### src/rtl/tap_pkg.sv
package tap_pkg;

    typedef enum logic [3:0] {
        ST_RESET,
        ST_IDLE,
        ST_SEL_DR,
        ST_CAP_DR,
        ST_SHIFT_DR,
        ST_EXIT1_DR,
        ST_PAUSE_DR,
        ST_EXIT2_DR,
        ST_UPD_DR,
        ST_SEL_IR,
        ST_CAP_IR,
        ST_SHIFT_IR,
        ST_EXIT1_IR,
        ST_PAUSE_IR,
        ST_EXIT2_IR,
        ST_UPD_IR
    } tap_state_e;

    typedef enum logic [1:0] {
        OP_EXTEST = 2'b00,
        OP_SAMPLE = 2'b01,
        OP_IDCODE = 2'b10,
        OP_BYPASS = 2'b11
    } op_e;

    typedef struct packed {
        logic bit_v;
        logic en;
    } tdo_t;

endpackage

### src/rtl/tap_fsm.sv
module tap_fsm
    import tap_pkg::*;
(
    input  logic       tck,
    input  logic       trst_n,
    input  logic       tms,
    output tap_state_e state
);
    tap_state_e state_d, state_q;

    always_comb begin
        state_d = state_q;
        unique case (state_q)
            ST_RESET:    state_d = tms ? ST_RESET    : ST_IDLE;
            ST_IDLE:     state_d = tms ? ST_SEL_DR   : ST_IDLE;
            ST_SEL_DR:   state_d = tms ? ST_SEL_IR   : ST_CAP_DR;
            ST_CAP_DR:   state_d = tms ? ST_EXIT1_DR : ST_SHIFT_DR;
            ST_SHIFT_DR: state_d = tms ? ST_EXIT1_DR : ST_SHIFT_DR;
            ST_EXIT1_DR: state_d = tms ? ST_UPD_DR   : ST_PAUSE_DR;
            ST_PAUSE_DR: state_d = tms ? ST_EXIT2_DR : ST_PAUSE_DR;
            ST_EXIT2_DR: state_d = tms ? ST_UPD_DR   : ST_SHIFT_DR;
            ST_UPD_DR:   state_d = tms ? ST_SEL_DR   : ST_IDLE;
            ST_SEL_IR:   state_d = tms ? ST_RESET    : ST_CAP_IR;
            ST_CAP_IR:   state_d = tms ? ST_EXIT1_IR : ST_SHIFT_IR;
            ST_SHIFT_IR: state_d = tms ? ST_EXIT1_IR : ST_SHIFT_IR;
            ST_EXIT1_IR: state_d = tms ? ST_UPD_IR   : ST_PAUSE_IR;
            ST_PAUSE_IR: state_d = tms ? ST_EXIT2_IR : ST_PAUSE_IR;
            ST_EXIT2_IR: state_d = tms ? ST_UPD_IR   : ST_SHIFT_IR;
            ST_UPD_IR:   state_d = tms ? ST_SEL_DR   : ST_IDLE;
            default:     state_d = ST_RESET;
        endcase
    end

    always_ff @(posedge tck or negedge trst_n) begin
        if (!trst_n) state_q <= ST_RESET;
        else         state_q <= state_d;
    end

    assign state = state_q;
endmodule

### src/rtl/tap_ir.sv
module tap_ir #(
    parameter int              W       = 4,
    parameter logic [W-1:0]    CAP_VAL = W'(1),
    parameter logic [W-1:0]    RST_VAL = W'(2)
) (
    input  logic         tck,
    input  logic         trst_n,
    input  logic         tdi,
    input  logic         cap,
    input  logic         shift,
    input  logic         upd,
    input  logic         tap_rst,
    output logic [W-1:0] shreg,
    output logic [W-1:0] instr
);
    typedef struct packed {
        logic [W-1:0] sr;
        logic [W-1:0] hold;
    } ir_t;

    ir_t ir_d, ir_q;

    always_comb begin
        ir_d = ir_q;
        if (cap)        ir_d.sr = CAP_VAL;
        else if (shift) ir_d.sr = (ir_q.sr >> 1) | (W'(tdi) << (W - 1));
        if (upd)          ir_d.hold = ir_q.sr;
        else if (tap_rst) ir_d.hold = RST_VAL;
    end

    always_ff @(posedge tck or negedge trst_n) begin
        if (!trst_n) begin
            ir_q.sr   <= '0;
            ir_q.hold <= RST_VAL;
        end else begin
            ir_q <= ir_d;
        end
    end

    assign shreg = ir_q.sr;
    assign instr = ir_q.hold;
endmodule

### src/rtl/tap_shreg.sv
module tap_shreg #(
    parameter int W = 1
) (
    input  logic         tck,
    input  logic         trst_n,
    input  logic         tdi,
    input  logic         cap,
    input  logic         shift,
    input  logic [W-1:0] cap_val,
    output logic         so
);
    logic [W-1:0] sr_d, sr_q;

    always_comb begin
        sr_d = sr_q;
        if (cap)        sr_d = cap_val;
        else if (shift) sr_d = (sr_q >> 1) | (W'(tdi) << (W - 1));
    end

    always_ff @(posedge tck or negedge trst_n) begin
        if (!trst_n) sr_q <= '0;
        else         sr_q <= sr_d;
    end

    assign so = sr_q[0];
endmodule

### src/rtl/tap_bsr.sv
module tap_bsr #(
    parameter int N = 4
) (
    input  logic         tck,
    input  logic         trst_n,
    input  logic         tdi,
    input  logic         cap,
    input  logic         shift,
    input  logic         upd,
    input  logic         test_mode,
    input  logic [N-1:0] pin_in,
    output logic [N-1:0] pin_out,
    output logic         so
);
    typedef struct packed {
        logic [N-1:0] cap;
        logic [N-1:0] upd;
    } bsr_t;

    bsr_t        bs_d, bs_q;
    logic [N-1:0] chain_in;

    for (genvar i = 0; i < N; i++) begin : g_cell
        if (i == N - 1) begin : g_head
            assign chain_in[i] = tdi;
        end else begin : g_link
            assign chain_in[i] = bs_q.cap[i+1];
        end
        assign pin_out[i] = test_mode ? bs_q.upd[i] : pin_in[i];
    end

    always_comb begin
        bs_d = bs_q;
        for (int i = 0; i < N; i++) begin
            if (cap)        bs_d.cap[i] = pin_in[i];
            else if (shift) bs_d.cap[i] = chain_in[i];
        end
        if (upd) bs_d.upd = bs_q.cap;
    end

    always_ff @(posedge tck or negedge trst_n) begin
        if (!trst_n) bs_q <= '0;
        else         bs_q <= bs_d;
    end

    assign so = bs_q.cap[0];
endmodule

### src/rtl/scan_test_ctrl.sv
module scan_test_ctrl
    import tap_pkg::*;
#(
    parameter int              IR_W    = 4,
    parameter int              ID_W    = 26,
    parameter int              BS_N    = 4,
    parameter logic [ID_W-1:0] ID_CODE = 26'h15A3C97
) (
    input  logic            tck,
    input  logic            tms,
    input  logic            tdi,
    input  logic            trst_n,
    output logic            tdo,
    output logic            tdo_en,
    input  logic [BS_N-1:0] pin_in,
    output logic [BS_N-1:0] pin_out
);
    localparam logic [IR_W-1:0] IR_CAP = IR_W'(1);
    localparam logic [IR_W-1:0] IR_RST = IR_W'(OP_IDCODE);

    tap_state_e      state;
    logic [IR_W-1:0] ir_sr;
    logic [IR_W-1:0] ir_instr;
    op_e             op;
    logic            sel_bsr, sel_id, sel_byp, test_mode, in_ir;
    logic            cap_dr, shift_dr, upd_dr;
    logic            bsr_so, id_so, byp_so, dr_so;
    tdo_t            out_d, out_q;

    tap_fsm u_fsm (
        .tck    (tck),
        .trst_n (trst_n),
        .tms    (tms),
        .state  (state)
    );

    assign op        = op_e'(ir_instr[1:0]);
    assign sel_bsr   = (op == OP_EXTEST) || (op == OP_SAMPLE);
    assign sel_id    = (op == OP_IDCODE);
    assign sel_byp   = (op == OP_BYPASS);
    assign test_mode = (op == OP_EXTEST);
    assign cap_dr    = (state == ST_CAP_DR);
    assign shift_dr  = (state == ST_SHIFT_DR);
    assign upd_dr    = (state == ST_UPD_DR);
    assign in_ir     = state inside {ST_CAP_IR, ST_SHIFT_IR, ST_EXIT1_IR,
                                     ST_PAUSE_IR, ST_EXIT2_IR, ST_UPD_IR};

    tap_ir #(.W(IR_W), .CAP_VAL(IR_CAP), .RST_VAL(IR_RST)) u_ir (
        .tck     (tck),
        .trst_n  (trst_n),
        .tdi     (tdi),
        .cap     (state == ST_CAP_IR),
        .shift   (state == ST_SHIFT_IR),
        .upd     (state == ST_UPD_IR),
        .tap_rst (state == ST_RESET),
        .shreg   (ir_sr),
        .instr   (ir_instr)
    );

    tap_shreg #(.W(ID_W)) u_id (
        .tck     (tck),
        .trst_n  (trst_n),
        .tdi     (tdi),
        .cap     (cap_dr && sel_id),
        .shift   (shift_dr && sel_id),
        .cap_val (ID_CODE),
        .so      (id_so)
    );

    tap_shreg #(.W(1)) u_byp (
        .tck     (tck),
        .trst_n  (trst_n),
        .tdi     (tdi),
        .cap     (cap_dr && sel_byp),
        .shift   (shift_dr && sel_byp),
        .cap_val (1'b0),
        .so      (byp_so)
    );

    tap_bsr #(.N(BS_N)) u_bsr (
        .tck       (tck),
        .trst_n    (trst_n),
        .tdi       (tdi),
        .cap       (cap_dr && sel_bsr),
        .shift     (shift_dr && sel_bsr),
        .upd       (upd_dr && sel_bsr),
        .test_mode (test_mode),
        .pin_in    (pin_in),
        .pin_out   (pin_out),
        .so        (bsr_so)
    );

    always_comb begin
        if (sel_bsr)     dr_so = bsr_so;
        else if (sel_id) dr_so = id_so;
        else             dr_so = byp_so;
        out_d.bit_v = in_ir ? ir_sr[0] : dr_so;
        out_d.en    = (state == ST_SHIFT_DR) || (state == ST_SHIFT_IR);
    end

    always_ff @(negedge tck or negedge trst_n) begin
        if (!trst_n) out_q <= '0;
        else         out_q <= out_d;
    end

    assign tdo    = out_q.en & out_q.bit_v;
    assign tdo_en = out_q.en;
endmodule

### config.mk
export PLATFORM = sky130hd
export DESIGN_NAME = scan_test_ctrl
export DESIGN_NICKNAME = d
export VERILOG_FILES = /design/src/rtl/tap_pkg.sv /design/src/rtl/tap_fsm.sv /design/src/rtl/tap_ir.sv /design/src/rtl/tap_shreg.sv /design/src/rtl/tap_bsr.sv /design/src/rtl/scan_test_ctrl.sv
export SDC_FILE = /design/constraint.sdc
export NUM_CORES = 1
export LEC_CHECK = 0
export BUFFER_PORTS_ARGS = -buffer_cell sky130_fd_sc_hd__buf_2
export CAP_MARGIN = 20
export CORE_MARGIN = 3
export CORE_UTILIZATION = 57
export CTS_BUF_LIST = sky130_fd_sc_hd__clkbuf_16
export DETAILED_ROUTE_END_ITERATION = 10
export GPL_TIMING_DRIVEN = 0
export PLACE_DENSITY = 0.78
export SLEW_MARGIN = 25
export SYNTH_ARGS = -nofsm -noshare
export SYNTH_HDL_FRONTEND = slang
export SYNTH_HIERARCHICAL = 1
export SYNTH_SLANG_ARGS = --single-unit
### constraint.sdc
create_clock -name tck -period 2.4 [get_ports tck]
set_clock_uncertainty 0.1 [all_clocks]
set_input_delay 0.12 -clock tck [delete_from_list [all_inputs] [get_ports tck]]
set_output_delay 0.12 -clock tck [all_outputs]
set_load 0.005 [all_outputs]
# Yosys cells after proc, flatten, opt, wreduce, memory -nomap -nowiden

Index checks and enable logic that the tools add are counted.

Eq/ne operators: 18
Multiplexer cells: 36
Bitwise gates (word level): 3
Reductions and logical operators: 20

Operator list:

| cell                                                                   | count |
|---|---|
| 26-bit two-way mux                                                     | 2 |
| 4-bit case mux with 12 select lines                                    | 1 |
| 4-bit equality test (second input constant)                            | 8 |
| 25-bit by 26-bit bitwise OR with 26-bit output                         | 1 |
| 4-bit two-way mux                                                      | 6 |
| 1-bit two-way mux                                                      | 20 |
| 4-bit by 3-bit equality test with 1-bit output (second input constant) | 4 |
| 2-bit two-way mux                                                      | 5 |
| 2-bit nonzero test                                                     | 5 |
| 4-bit by 2-bit equality test with 1-bit output (second input constant) | 2 |
| 1-bit logical AND                                                      | 7 |
| 3-bit two-way mux                                                      | 2 |
| 6-bit nonzero test                                                     | 1 |
| 2-bit equality test (second input constant)                            | 2 |
| 4-bit by 1-bit equality test with 1-bit output (second input constant) | 1 |
| 4-bit zero test                                                        | 1 |
| 3-bit by 4-bit bitwise OR with 4-bit output                            | 1 |
| 2-bit OR reduction                                                     | 2 |
| 3-bit OR reduction                                                     | 1 |
| 2-bit by 1-bit equality test with 1-bit output (second input constant) | 1 |
| 2-bit zero test                                                        | 1 |
| 1-bit logical OR                                                       | 2 |
| 1-bit bitwise AND                                                      | 1 |

Register bits after elaboration: 47
Output and inout port bits: 6
Word-level logic and storage cells: 86

# Depth between registers and ports, before layout

Gate-level depths: netlist of the first run.

Depth after elaboration: 5
Gate-level depth with buffers: 7

# Cells and area by module

The synthesis of the first run kept the hierarchy.

By module, submodules not included:

| module            | times used | cells each | area an instance (um^2) | seq. area each (um^2) |
|---|---|---|---|---|
| tap_shreg (u_id)  | 1          | 113        | 1214.9                  | 650.6 |
| tap_bsr           | 1          | 29         | 376.6                   | 200.2 |
| tap_fsm           | 1          | 37         | 314.1                   | 100.1 |
| tap_ir            | 1          | 24         | 314.1                   | 201.4 |
| scan_test_ctrl    | 1          | 31         | 209.0                   | 50.0 |
| tap_shreg (u_byp) | 1          | 4          | 43.8                    | 25.0 |

==> results.sh, run 1 <==
export IMPL_grt_pass1_vias=1764
export IMPL_drive_above_1_share=0.205
export IMPL_wirelength_mm=4.60
export IMPL_cts_tree="yes"
export IMPL_die_w_um=71.0
export IMPL_crit_path_start_kind="flop"
export IMPL_avgSynthCellArea_um2=10.3
export IMPL_initial_core_util=0.624
export IMPL_p_per_area_mw_per_mm2=1260
export IMPL_antenna_found_initial=0
export IMPL_crit_required_ns=1.25
export IMPL_ant_nets=0
export IMPL_wl_per_cell_um=13.5
export IMPL_yosys_warnings=6
export IMPL_critical_path_top_delay_family="flip-flops"
export IMPL_coreArea_mm2=0.00385
export IMPL_holdPathEnd="u_fsm/state[0]$_DFF_PN0_"
export IMPL_worst_pin_slew_ns=1.07
export IMPL_final_setup_viol_count=0
export IMPL_track_usage=0.197
export IMPL_finalHoldViolCount=0
export IMPL_grt_pass1_wl_mm=7.97
export IMPL_cp_cell_sequence="a21oi_1 -> mux2_4"
export IMPL_clk_pin_slew_worst_paths_ns=0.06
export IMPL_worstPathMaxFanout=7
export IMPL_crit_type="flop to flop"
export IMPL_grt_max_degree=48
export IMPL_p_leak_nw=1.23
export IMPL_die_y_um=71.0
export IMPL_r2r_slack_ns=0.03
export IMPL_clockBufferDepth=2
export IMPL_synthCells=234
export IMPL_status="complete, no violations"
export IMPL_die_area_mm2=0.00503
export IMPL_synthToLayoutAreaGrowth_pct=20.9
export IMPL_slew_headroom=0.279
export IMPL_diodes=0
export IMPL_tns_ns=0
export IMPL_worstPathArrival_ns=1.22
export IMPL_routed_via_count=1771
export IMPL_vias_per_cell=5.21
export IMPL_holdCritStartpoint="tms"
export IMPL_syn_area_mm2=0.00240
export IMPL_portBuffers=13
export IMPL_cts_buffers=5
export IMPL_drt_initial_drc_count=88
export IMPL_cts_max_level=2
export IMPL_hold_path_class="primary input to flop"
export IMPL_clkLatencyLatePin_ns=0.29
export IMPL_r2r_cells=2
export IMPL_cpPeakStageDelay_ns=0.60
export IMPL_endpoint_kind="flop"
export IMPL_reg2reg_to="out_q[1]$_DFF_NN0_"
export IMPL_finalPower_w=0.00366
export IMPL_rsz0062_at_grt="true"
export IMPL_timing_rr_start="u_ir/instr[1]$_DFFE_PN1P_"
export IMPL_gp_congestion=0.756
export IMPL_cts_root_buf="clkbuf_16"
export IMPL_firstDrtPassIters=4
export IMPL_fin_nets=299
export IMPL_drc=0
export IMPL_cts_sinks=47
export IMPL_dpl_hpwl_mm=2.90
export IMPL_overflow=0
export IMPL_cp_slowest_cell="dfstp_2"
export IMPL_drv_cap=0
export IMPL_ir_worst_vdd_mv=0.775
export IMPL_timing_hold_ws_ns=0.0118
export IMPL_row_count=22
export IMPL_hold_path_cell_count=2
export IMPL_slew_violations=0
export IMPL_io_pins=14
export IMPL_fin_util=0.755
export IMPL_crit_buf_inv=0
-- state kept, by name (all words and copies together) (netlist names) --
signal	flops
tdo_en	1
u_bsr/so	1
u_ir/instr	2
u_fsm/state	4
u_bsr/bs_q	7
out_q	1
u_id/sr_q	26
u_byp/so	1
u_ir/shreg	4
-- worst max-delay path by stage --
stage,startpoint,endpoint,slack (ns),cells after the start
2_1_floorplan,u_ir/instr[1]$_DFFE_PN1P_,out_q[1]$_DFF_NN0_,-0.004,3
3_3_place_gp,u_fsm/state[0]$_DFF_PN0_,tdo_en$_DFF_NN0_,-0.08,2
3_5_place_dp,u_fsm/state[0]$_DFF_PN0_,tdo_en$_DFF_NN0_,-0.07,2
4_1_cts,u_fsm/state[3]$_DFF_PN0_,tdo_en$_DFF_NN0_,0.001,2
5_1_grt,u_ir/instr[0]$_DFFE_PN0P_,out_q[1]$_DFF_NN0_,-0.005,3
6_report,u_ir/instr[1]$_DFFE_PN1P_,out_q[1]$_DFF_NN0_,0.03,2
-- power by group --
| group | switching [W] | internal [W] |
|---|---|---|
| registers | 0.000263 | 0.00121 |
| logic | 0.000684 | 0.000742 |
| clock network | 0.000278 | 0.000485 |
-- area by class of cell --
type                    count  area [um2]
plain buffers              14         128
clock inverters             3        38.8
clock buffers               5         125
well taps                  48        60.1
fillers                   275         946
inverters                   2        7.51
repair buffers             26         178
flip-flops and latches     47        1180
multi-input cells         195        1190
-- metal layers --
metal  track usage  vias to the layer above  wire length (um)
met5             0                        -                 0
met4        0.0564                        0                59
met3        0.0469                        7               122
met2         0.323                       18              2300
met1         0.262                      846              2120
li1              -                      900                 -
-- metrics by stage --
step / std cells / cell area [um2] / setup WS (ns)
2_1_floorplan: 259 / 2510 / -0.00374
3_3_place_gp: 320 / 2630 / -0.0753
3_5_place_dp: 320 / 2630 / -0.0736
4_1_cts: 335 / 2860 / 0.00132
5_1_grt: 340 / 2910 / -0.00531
6_report: 340 / 2910 / 0.0303
-- timing repair --
item,4_1_cts,5_1_grt
hold buffers,4,1
buffers inserted,4,4
pin swaps,0,1
resized for setup,1,5
hold endpoints to repair,48,44
endpoints found under the setup margin,2,2
-- cells in the final DEF, fill, tap and decap left out, types with 2 or more instances in the layout --
cell            n
mux2i_1        35
buf_2          14
buf_12          2
buf_4          11
nor2_1         15
dfrtp_2         4
dlygate4sd3_1   5
and2b_2         2
o21ai_0        10
a21oi_1         6
clkbuf_1        4
nand2b_1        3
o21ai_1        26
buf_6           3
dfrtp_1        40
dfrtn_1         2
nand2_1        37
nor3_1          2
mux2_2          8
nor3b_1         2
inv_1           2
nor4_1          2
conb_1         27
clkbuf_16       5
Note: power is estimated with default switching activity, not from simulation.
==> run 2, diff against run 1 <==
Settings changed: BUFFER_PORTS_ARGS -buffer_cell sky130_fd_sc_hd__buf_2 to -buffer_cell sky130_fd_sc_hd__buf_4, CORE_ASPECT_RATIO from default to 0.75.
==> results.sh, run 2 (synthesized netlist as in run 1, its figures left out) <==
export IMPL_status="complete, no violations"
export IMPL_timing_hold_ws_ns=0.0368
export IMPL_row_count=19
export IMPL_crit_buf_inv=0
export IMPL_slew_violations=0
export IMPL_worstPathArrival_ns=1.23
export IMPL_swShare=0.340
export IMPL_routed_via_count=1782
export IMPL_cts_root_buf="clkbuf_16"
export IMPL_use_met3=0.0477
export IMPL_critical_path_top_delay_family="multiplexers"
export IMPL_clkLatencyLatePin_ns=0.28
export IMPL_wirelength_mm=4.49
export IMPL_drv_cap=0
export IMPL_met2_usage=0.288
export IMPL_clk_pin_slew_worst_paths_ns=0.06
export IMPL_antenna_found_initial=0
export IMPL_portBuffers=13
export IMPL_initial_core_util=0.624
export IMPL_grt_pass1_vias=1684
export IMPL_crit_type="flop to flop"
export IMPL_fin_nets=301
export IMPL_crit_path_start_kind="flop"
export IMPL_cts_max_level=2
export IMPL_dpl_hpwl_mm=2.94
export IMPL_top_regs="u_id/sr_q x26, u_bsr/bs_q x7"
export IMPL_mostFrequentLayoutCells="40 x dfrtp_1, 37 x nand2_1, 35 x mux2i_1, 27 x o21ai_1, 27 x conb_1"
export IMPL_cts_tree="yes"
export IMPL_die_area_mm2=0.00504
export IMPL_final_common_cell="dfrtp_1"
export IMPL_final_setup_viol_count=0
export IMPL_firstDrtPassIters=4
export IMPL_ant_nets=0
export IMPL_seqPwrFrac=0.412
export IMPL_cts_sinks=47
export IMPL_worst_pin_slew_ns=0.959
export IMPL_grt_pass1_wl_mm=7.96
export IMPL_tns_ns=0
export IMPL_overflow=0
export IMPL_worstPathMaxFanout=4
export IMPL_wl_per_cell_um=13.0
export IMPL_drive_above_1_share=0.201
export IMPL_hold_path_class="primary input to flop"
export IMPL_diodes=0
export IMPL_combPwrFrac=0.407
export IMPL_die_w_um=81
export IMPL_busiest_layer="met1"
export IMPL_p_leak_nw=1.24
export IMPL_regMostFlops="u_id/sr_q"
export IMPL_drt_initial_drc_count=109
export IMPL_cp_cell_sequence="mux2i_1 -> a21oi_1 -> mux2_4"
export IMPL_ir_worst_vdd_mv=0.701
export IMPL_switchingPower_w=0.00122
export IMPL_gp_congestion=0.800
export IMPL_use_met1=0.302
export IMPL_slew_headroom=0.354
export IMPL_finalHoldViolCount=0
export IMPL_cp_slowest_cell="dfrtp_1"
export IMPL_rsz0062_at_grt="true"
export IMPL_endpoint_kind="flop"
export IMPL_drc=0
export IMPL_internal_power_w=0.00236
export IMPL_die_y_um=62.3
export IMPL_grt_max_degree=48
export IMPL_track_usage=0.201
export IMPL_p_per_area_mw_per_mm2=1220
export IMPL_coreArea_mm2=0.00385
export IMPL_vias_per_cell=5.15
export IMPL_crit_required_ns=1.25
export IMPL_cpPeakStageDelay_ns=0.40
export IMPL_clockBufferDepth=2
export IMPL_largest_reg_flops=26
export IMPL_synthToLayoutAreaGrowth_pct=22.1
export IMPL_clock_power_share=0.181
export IMPL_io_pins=14
export IMPL_cts_buffers=5
-- run 2: cell types whose count changed in the layout (fill, tap and decap cells not counted), sizes merged --
cell	delta
buf	+1
bufinv	-1
dlygate4sd3	+1
inv	+1
-- run 2: layout make-up --
cell class              count  area, um2
flip-flops and latches     47       1180
multi-input cells         195       1190
repair buffers             28        229
plain buffers              14        128
clock buffers               5        125
well taps                  52       65.1
inverters                   2       7.51
fillers                   288        916
clock inverters             3       11.3
-- run 2: worst min-delay path, stage by stage --
cell and delay [ns]:
buf_4 0.11, mux2i_1 0.07, nor2_1 0.07
-- run 2: stage by stage --
stage | util | instance area (um2) | setup WS, ns | total power (W) | cells
after global placement | 0.694 | 2670 | -0.0687 | 0.00275 | 324
final | 0.762 | 2940 | 0.0208 | 0.00358 | 346
after detailed placement | 0.694 | 2670 | -0.0797 | 0.00282 | 324
after CTS | 0.748 | 2880 | 0.00415 | 0.00350 | 340
after global routing | 0.762 | 2940 | -0.00851 | 0.00388 | 346
after floorplan | - | 2510 | -0.00374 | 0.00246 | 259
-- run 2: timing repair --
action	CTS	global route
resized for setup	2	5
setup endpoints to repair	2	3
cloned	0	0
pin swaps	0	2
hold endpoints to repair	50	0
hold buffers	6	0
buffers inserted	3	6
-- run 2: final timing paths --
kind	start	end	slack, ns	cells after the start
setup / recovery	u_ir/instr[0]$_DFFE_PN0P_	out_q[1]$_DFF_NN0_	0.02	3
hold / removal	tdi	u_ir/shreg[3]$_DFFE_PN0P_	0.04	3
setup reg to reg	u_ir/instr[0]$_DFFE_PN0P_	out_q[1]$_DFF_NN0_	0.02	3
hold reg to reg	u_bsr/bs_q[2]$_DFFE_PN0P_	u_bsr/bs_q[2]$_DFFE_PN0P_	0.40	1
max in group asynchronous	trst_n	out_q[1]$_DFF_NN0_	0.43	2
min in group asynchronous	trst_n	u_bsr/bs_q[5]$_DFFE_PN0P_	0.27	2
-- run 2: metal layers --
| metal | up-vias | wire (um) |
|---|---|---|
| li1 | 913 | - |
| met3 | 6 | 140 |
| met2 | 22 | 2000 |
| met4 | 0 | 63 |
| met5 | - | 0 |
| met1 | 841 | 2280 |
-- run 2: power groups by stage --
stage / Sequential, W / Clock (W) / Combinational [W]
2_1_floorplan: 0.00141 / 0 / 0.00105
5_1_grt: 0.00153 / 0.000713 / 0.00164
4_1_cts: 0.00148 / 0.000659 / 0.00137
3_3_place_gp: 0.00149 / 0 / 0.00126
3_5_place_dp: 0.00151 / 0 / 0.00131
6_report: 0.00147 / 0.000647 / 0.00146
==> run 3, diff against run 2 <==
Settings changed: CAP_MARGIN 20 to 40, CTS_BUF_LIST sky130_fd_sc_hd__clkbuf_16 to sky130_fd_sc_hd__clkbuf_4.
==> results.sh, run 3 (synthesized netlist as in run 1, its figures left out) <==
export IMPL_status="complete, no violations"
export IMPL_antenna_found_initial=0
export IMPL_drive_above_1_share=0.212
export IMPL_mostFrequentLayoutCells="40 x dfrtp_1, 37 x nand2_1, 35 x mux2i_1, 27 x conb_1, 26 x o21ai_1"
export IMPL_ant_nets=0
export IMPL_io_pins=14
export IMPL_cts_root_buf="clkbuf_4"
export IMPL_grt_max_degree=48
export IMPL_grt_pass1_vias=1730
export IMPL_diodes=0
export IMPL_top_regs="u_id/sr_q x26, u_bsr/bs_q x7"
export IMPL_p_leak_nw=1.21
export IMPL_routed_via_count=1791
export IMPL_wl_per_cell_um=12.5
export IMPL_cts_buffers=5
export IMPL_critical_path_top_delay_family="flip-flops"
export IMPL_rsz0062_at_grt="true"
export IMPL_fin_nets=304
export IMPL_cp_slowest_cell="dfrtn_1"
export IMPL_overflow=0
export IMPL_firstDrtPassIters=4
export IMPL_wirelength_mm=4.38
export IMPL_synthToLayoutAreaGrowth_pct=19.7
export IMPL_coreArea_mm2=0.00385
export IMPL_drv_cap=0
export IMPL_row_count=19
export IMPL_worst_pin_slew_ns=0.574
export IMPL_reg2reg_to="out_q[1]$_DFF_NN0_"
export IMPL_clockBufferDepth=2
export IMPL_cts_sinks=47
export IMPL_slew_violations=0
export IMPL_p_per_area_mw_per_mm2=1150
export IMPL_worstPathMaxFanout=2
export IMPL_r2r_cells=3
export IMPL_ir_worst_vdd_mv=0.621
export IMPL_drt_initial_drc_count=66
export IMPL_final_area_mm2=0.00288
export IMPL_initial_core_util=0.624
export IMPL_grt_pass1_wl_mm=7.95
export IMPL_clk_pin_slew_worst_paths_ns=0.13
export IMPL_regMostFlops="u_id/sr_q"
export IMPL_cpPeakStageDelay_ns=0.42
export IMPL_clkLatencyLatePin_ns=0.34
export IMPL_crit_buf_inv=1
export IMPL_crit_type="flop to output pin"
export IMPL_track_usage=0.196
export IMPL_timing_rr_start="u_ir/instr[0]$_DFFE_PN0P_"
export IMPL_gp_congestion=0.800
export IMPL_placed_cell_area_mm2=0.00267
export IMPL_fin_util=0.747
export IMPL_hold_path_class="primary input to async pin"
export IMPL_finalHoldViolCount=0
export IMPL_slew_headroom=0.618
export IMPL_cp_cell_sequence="and2_4 -> buf_6"
export IMPL_crit_path_start_kind="flop"
export IMPL_cts_max_level=2
export IMPL_dpl_hpwl_mm=2.94
export IMPL_final_setup_viol_count=0
export IMPL_r2r_slack_ns=0.03
export IMPL_endpoint_kind="output pin"
export IMPL_die_y_um=62.3
export IMPL_cts_tree="yes"
export IMPL_drc=0
export IMPL_die_area_mm2=0.00504
export IMPL_die_w_um=81
export IMPL_portBuffers=13
export IMPL_vias_per_cell=5.13
export IMPL_crit_required_ns=2.18
export IMPL_worstPathArrival_ns=2.17
export IMPL_largest_reg_flops=26
export IMPL_final_common_cell="dfrtp_1"
run 3: cell types whose count changed in the layout (fill, tap and decap cells not counted):
cell / before / now
dlygate4sd3_1: 6 / 7
buf_4: 23 / 24
clkbuf_4: 0 / 6
inv_1: 3 / 2
o21ai_1: 27 / 26
o21ai_2: 0 / 1
clkbuf_16: 5 / 0
clkbuf_2: 0 / 1
run 3: final cells by class:
class | instances | area [um2]
tap | 52 | 65.1
fill | 303 | 973
clock buffer | 6 | 45.0
multi-input combinational | 195 | 1190
clock inverter | 2 | 7.51
sequential | 47 | 1180
buffer | 14 | 128
timing repair buffer | 31 | 251
inverter | 2 | 7.51
run 3: through the flow:
stage	total power (W)	setup slack (ns)	hold slack (ns)	TNS, ns	std cells
6_report	0.00330	0.0107	0.203	0	349
5_1_grt	0.00361	-0.0656	0.241	-0.0858	349
4_1_cts	0.00327	-0.00185	0.216	-0.00185	347
3_5_place_dp	0.00282	-0.0797	0.0640	-0.153	324
3_3_place_gp	0.00275	-0.0687	0.0569	-0.126	324
2_1_floorplan	0.00246	-0.00374	-0.276	-0.00374	259
run 3: worst reg2reg max path, stage by stage (launching register included):
cell	delay, ns
dfrtp_1	0.39
mux2i_1	0.19
a21oi_1	0.08
mux2_4	0.25
run 3: worst max-delay path by stage:
stage	from	end	slack [ns]	cells past startpoint
global placement	u_fsm/state[0]$_DFF_PN0_	tdo_en$_DFF_NN0_	-0.07	2
floorplan	u_ir/instr[1]$_DFFE_PN1P_	out_q[1]$_DFF_NN0_	-0.004	3
CTS	tdo_en$_DFF_NN0_	tdo	-0.002	2
detailed placement	u_fsm/state[0]$_DFF_PN0_	tdo_en$_DFF_NN0_	-0.08	2
global route	tdo_en$_DFF_NN0_	tdo	-0.07	2
finish	tdo_en$_DFF_NN0_	tdo	0.01	2
run 3: report_power, final:
| part | switching (W) | total [W] | leakage (nW) | internal (W) |
|---|---|---|---|---|
| clock network | 0.000236 | 0.000357 | 0.0307 | 0.000120 |
| logic | 0.000695 | 0.00149 | 0.618 | 0.000797 |
| registers | 0.000251 | 0.00145 | 0.566 | 0.00120 |
run 3: timing repair:
item,4_1_cts,5_1_grt
buffers inserted,9,1
endpoints found under the hold margin,52,0
pin swaps,1,3
hold buffers,7,0
setup endpoints to repair,3,3
resized for setup,4,4
cloned,0,0
run 3: layer usage:
layer	vias to the layer above	track usage	wire, um
li1	913	-	-
met1	856	0.290	2310
met2	20	0.300	1940
met3	2	0.0347	113
met4	0	0.0443	19
met5	-	0	0
